### src/rtl/fcd_pkg.sv
package fcd_pkg;
    localparam int MAX_PERIOD = 10;
    localparam int CNT_W      = $clog2(MAX_PERIOD + 1);
    localparam int SLOW_N     = 5;
    localparam int FAST_N     = 10;
    localparam int LINE_W_DEF = 11;

    typedef logic [CNT_W-1:0] cnt_t;

    typedef enum logic {
        RATE_30 = 1'b0,
        RATE_60 = 1'b1
    } rate_e;

    typedef struct packed {
        logic tick;
        logic fid_clr;
        logic aud_clr;
    } frame_evt_t;

    function automatic cnt_t clamp_period(input cnt_t p);
        if (p == '0)
            return cnt_t'(1);
        else if (p > cnt_t'(MAX_PERIOD))
            return cnt_t'(MAX_PERIOD);
        else
            return p;
    endfunction

    function automatic cnt_t cadence_of(input rate_e r);
        return (r == RATE_60) ? cnt_t'(FAST_N) : cnt_t'(SLOW_N);
    endfunction
endpackage

### src/rtl/fcd_line1_tick.sv
module fcd_line1_tick #(
    parameter int LINE_W     = 11,
    parameter int FIRST_LINE = 1
) (
    input  logic              clk,
    input  logic              rst,
    input  logic              hsync,
    input  logic [LINE_W-1:0] line_num,
    output logic              tick
);
    logic hs_q;

    always_ff @(posedge clk) begin
        if (rst)
            hs_q <= 1'b0;
        else
            hs_q <= hsync;
    end

    always_comb begin
        tick = hsync && !hs_q && (line_num == LINE_W'(FIRST_LINE));
    end
endmodule

### src/rtl/fcd_frame_div.sv
module fcd_frame_div
    import fcd_pkg::*;
#(
    parameter bit PULSE_OUT = 1'b0
) (
    input  logic clk,
    input  logic rst,
    input  logic tick,
    input  logic clr,
    input  cnt_t period,
    output cnt_t cnt,
    output logic ev
);
    cnt_t nxt;

    always_comb begin
        if (clr)
            nxt = '0;
        else if (cnt >= period - cnt_t'(1))
            nxt = '0;
        else
            nxt = cnt + cnt_t'(1);
    end

    always_ff @(posedge clk) begin
        if (rst)
            cnt <= '0;
        else if (tick)
            cnt <= nxt;
    end

    generate
        if (PULSE_OUT) begin : g_pulse
            always_ff @(posedge clk) begin
                if (rst)
                    ev <= 1'b0;
                else
                    ev <= tick && (nxt == '0);
            end
        end else begin : g_level
            always_ff @(posedge clk) begin
                if (rst)
                    ev <= 1'b0;
                else if (tick)
                    ev <= (nxt == '0);
            end
        end
    endgenerate
endmodule

### src/rtl/frame_cadence_div.sv
module frame_cadence_div
    import fcd_pkg::*;
#(
    parameter int LINE_W = LINE_W_DEF
) (
    input  logic              clk,
    input  logic              rst,
    input  logic              hsync,
    input  logic [LINE_W-1:0] line_num,
    input  logic              fid_in,
    input  logic              rate_sel,
    input  logic              aud_clr_mask,
    input  logic [3:0]        aud_period,
    output logic              fid_out,
    output logic              afs_out
);
    frame_evt_t evt;
    logic       tick;
    cnt_t       fid_cnt;
    cnt_t       aud_cnt;
    cnt_t       fid_per;
    cnt_t       aud_per;

    fcd_line1_tick #(.LINE_W(LINE_W), .FIRST_LINE(1)) u_tick (
        .clk      (clk),
        .rst      (rst),
        .hsync    (hsync),
        .line_num (line_num),
        .tick     (tick)
    );

    always_comb begin
        evt.tick    = tick;
        evt.fid_clr = fid_in;
        evt.aud_clr = fid_in && !aud_clr_mask;
        fid_per     = cadence_of(rate_e'(rate_sel));
        aud_per     = clamp_period(cnt_t'(aud_period));
    end

    fcd_frame_div #(.PULSE_OUT(1'b0)) u_fid_div (
        .clk    (clk),
        .rst    (rst),
        .tick   (evt.tick),
        .clr    (evt.fid_clr),
        .period (fid_per),
        .cnt    (fid_cnt),
        .ev     (fid_out)
    );

    fcd_frame_div #(.PULSE_OUT(1'b1)) u_aud_div (
        .clk    (clk),
        .rst    (rst),
        .tick   (evt.tick),
        .clr    (evt.aud_clr),
        .period (aud_per),
        .cnt    (aud_cnt),
        .ev     (afs_out)
    );
endmodule

### config.mk
export PLATFORM = sky130hd
export DESIGN_NAME = frame_cadence_div
export DESIGN_NICKNAME = d
export VERILOG_FILES = /design/src/rtl/fcd_pkg.sv /design/src/rtl/fcd_line1_tick.sv /design/src/rtl/fcd_frame_div.sv /design/src/rtl/frame_cadence_div.sv
export SDC_FILE = /design/constraint.sdc
export NUM_CORES = 1
export LEC_CHECK = 0
export BUFFER_PORTS_ARGS = -buffer_cell sky130_fd_sc_hd__buf_2
export CORE_UTILIZATION = 45
export DETAILED_ROUTE_END_ITERATION = 10
export PLACE_DENSITY = 0.77
export RECOVER_POWER = 25
export SETUP_SLACK_MARGIN = 0.3
export SYNTH_ARGS = -nofsm -noshare
export SYNTH_HDL_FRONTEND = slang
export SYNTH_SLANG_ARGS = --single-unit
### constraint.sdc
create_clock -name clk -period 2.1 [get_ports clk]
set_input_delay 0.21 -clock clk [delete_from_list [all_inputs] [get_ports clk]]
set_output_delay 0.21 -clock clk [all_outputs]
set_load 0.005 [all_outputs]
==> metrics.txt <==
I/O Pins 23; max cap viols 0; number of synthesized flops with an enable pin 0; synthesis-stage register bit count 11; Worst-Skew Late Latency 0.27 ns; Vias 806; Nets 157; Crit Path Class primary input to flip-flop; multiplexer share of the synthesized area 1.22%; dominant cell type by area after synthesis dfxtp_1; Worst Setup SP aud_period[1]; Req. time, crit path 2.28 ns; post-synthesis adder-cell area fraction 15.3%; die area 0.00199 sq mm; min cycle time layout 1.81 ns; Reg power frac 46.5%; Avg WL per Cell 12.9 microns; RSZ-0062 raised after global routing false; hold_sp hsync; net switching power 0.120 mW; Hold Violations, Final 0; initial antenna violation count 0; grt total ovfl 0; Worst path top cell family by delay compound AO/OA/AOI/OAI gates; Hold WS 0.162 ns; clock slew at reported path FFs 0.07 ns; Tcrit/Tclk final 86.3%; Buf/Inv on CP 1; clock share of power 32.1%; Ys Warns 0; Post-Synthesis Cells 95; Compound-Gate Fraction of Synth Area 20.5%; logic gate share of total power 21.3%; Final Skew 0.000735 ns; HPWL after DPL 1280 microns; # clock sinks 11; first-pass GRT wire length 2750 microns; Leakage 0.457 nW; TritonRoute pass-1 iters 4; area fraction of the dominant cell type after synthesis 26.9%; R2R Path Start u_aud_div.cnt[0]; outcome complete, no violations; TritonCTS clock tree built; Slew HR 61.1%; core area 0.00171 sq mm; number of vias per cell 5.37; drt drc 0; Cell Chain, Critical Path buf_2, nor2_4, nand2_1, nand2_1, o21ai_2, ha_4, ha_4, a21o_1, a31oi_4, a21oi_2, o32ai_2; critical path fanouts, max 6; peak supply drop 381 uV; clock root buffer clkbuf_4; Routed WL 1930 microns; Area Overhead vs Synth 37.2%; worst min-delay path class primary input to flip-flop; post-synthesis simple-gate area fraction 30.3%; htree depth 1; main combinational cell family by area after synthesis simple AND/OR/NAND/NOR gates; clock buffer depth 2; GRT Util Overall 19.0%; sw frac 26.7%; # setup viols final 0; Final Max Slew Viols 0; sequential-to-total area share from yosys stat 26.9%; Top FF cell, synth dfxtp_1; Synth Area in XOR/XNOR 2.14%; # rows 15; Synth area leaders dfxtp_1 (27%), ha_1 (15%), nand2_1 (4.1%); # diodes 0; Tightest Pin Transition 0.584 ns; antenna viol nets, final 0; Critical Path Start Type primary input; Post-synth ARST share 0%; # fillers 146; die height 44.6 microns; vias in the first global route 665; CP Capture Type flip-flop; worst endpoint data arrival time 2.00 ns; IO Port Bufs 22; TritonCTS Buffers 3; mapped cell area 818 sq um; CP max stage cell a31oi_4; Initial Util 47.9%; power per cell area 399 mW/mm^2; Synth Area per Inst 8.61 sq um; Max Fclk 552 MHz; syn nets 126; Die X 44.6 microns; GP Congestion 0.795; Int Pwr 0.328 mW; fraction of layout cells with a size suffix above 1 41.6%; Synth cell types 33; CP peak stage delay 0.29 ns; pin count of the biggest net entering global routing 14; Iter 0 DRT Violations 8; final setup TNS 0 ns
area by class of cell:
cell class              instances  area (sq um)  share of cell area [%]
clock buffers                   4          26.3                    2.34
inverters                       6          22.5                    2.01
repair buffers                 28           158                    14.0
well taps                      25          31.3                    2.79
flip-flops and latches         11           226                    20.2
multi-input cells              76           658                    58.6
placed cells by master (no fill, tap or decap), drive strengths merged, types with 2 or more instances in the layout:
cell and instances:
nor2b 3, clkbuf 5, dfxtp 11, or3 2
a31oi 5, inv 6, a21oi 6, buf 27
nand3 6, o31ai 2, ha 10, nand3b 2
o21ai 3, nor2 8, xnor2 2, nor3 3
nand2 9, nand4 2
metrics by stage:
step           area (sq um)  worst slack, ns  total power, mW  utilization, %  cells
2_1_floorplan           836            0.310            0.259               -     95
3_3_place_gp            970           0.0428            0.287            56.8    140
3_5_place_dp            970          0.00610            0.289            56.8    140
4_1_cts                 996            0.289            0.434            58.3    144
5_1_grt                1120            0.218            0.473            65.7    150
6_report               1120            0.288            0.448            65.7    150
power groups by stage:
stage | clock network [mW] | logic [mW] | registers [mW]
6_report | 0.144 | 0.0956 | 0.208
5_1_grt | 0.159 | 0.105 | 0.208
4_1_cts | 0.148 | 0.0755 | 0.210
3_5_place_dp | 0 | 0.0750 | 0.214
3_3_place_gp | 0 | 0.0724 | 0.215
2_1_floorplan | 0 | 0.0442 | 0.214
sequential cells by signal, indices dropped and copies added, names as in the netlist:
register	flops
u_aud_div.ev	1
u_tick.hs_q	1
u_fid_div.ev	1
u_aud_div.cnt	4
u_fid_div.cnt	4
timing repair:
action                                  4_1_cts  5_1_grt
endpoints found under the setup margin        5       10
pin swaps                                     1       13
gates resized for setup                       1       18
hold buffers                                  0        0
buffers inserted                              0        6
routing by layer:
metal  GRT usage [%]  vias to the layer above  wire length (microns)  part of all wire [%]
li1                -                      416                      -                     -
met1            21.7                      371                    815                    42
met2            32.6                       19                   1030                    53
met3            8.57                        0                     88                   4.6
met4            3.64                        0                      0                     0
met5               0                        -                      0                     0
cells by family (layout without fill, tap and decap cells):
kind of cell	after synthesis	after routing
multiplexers	1	1
XOR/XNOR	2	2
flip-flops	11	11
AND/OR/NAND/NOR	40	40
AO/OA/AOI/OAI	23	23
buffers and inverters	8	38
adder cells (fa/ha/maj)	10	10
synth_stat cells, drive strengths merged, types with 2 or more instances:
master / instances
inv: 6
nor2b: 3
nand3: 6
nor3: 3
clkbuf: 2
xnor2: 2
o21ai: 3
a31oi: 5
o31ai: 2
ha: 10
nand4: 2
or3: 2
nand3b: 2
dfxtp: 11
nand2: 9
a21oi: 6
nor2: 8
path summary, 6_finish.rpt:
| check | to | slack [ns] | cells after the start |
|---|---|---|---|
| setup reg to reg | u_aud_div.cnt[2] | 0.37 | 7 |
| hold / removal | u_tick.hs_q | 0.16 | 2 |
| setup / recovery | u_aud_div.cnt[2] | 0.29 | 11 |
| hold reg to reg | u_aud_div.cnt[0] | 0.44 | 1 |
No activity file was read; power rests on OpenSTA's default activity.
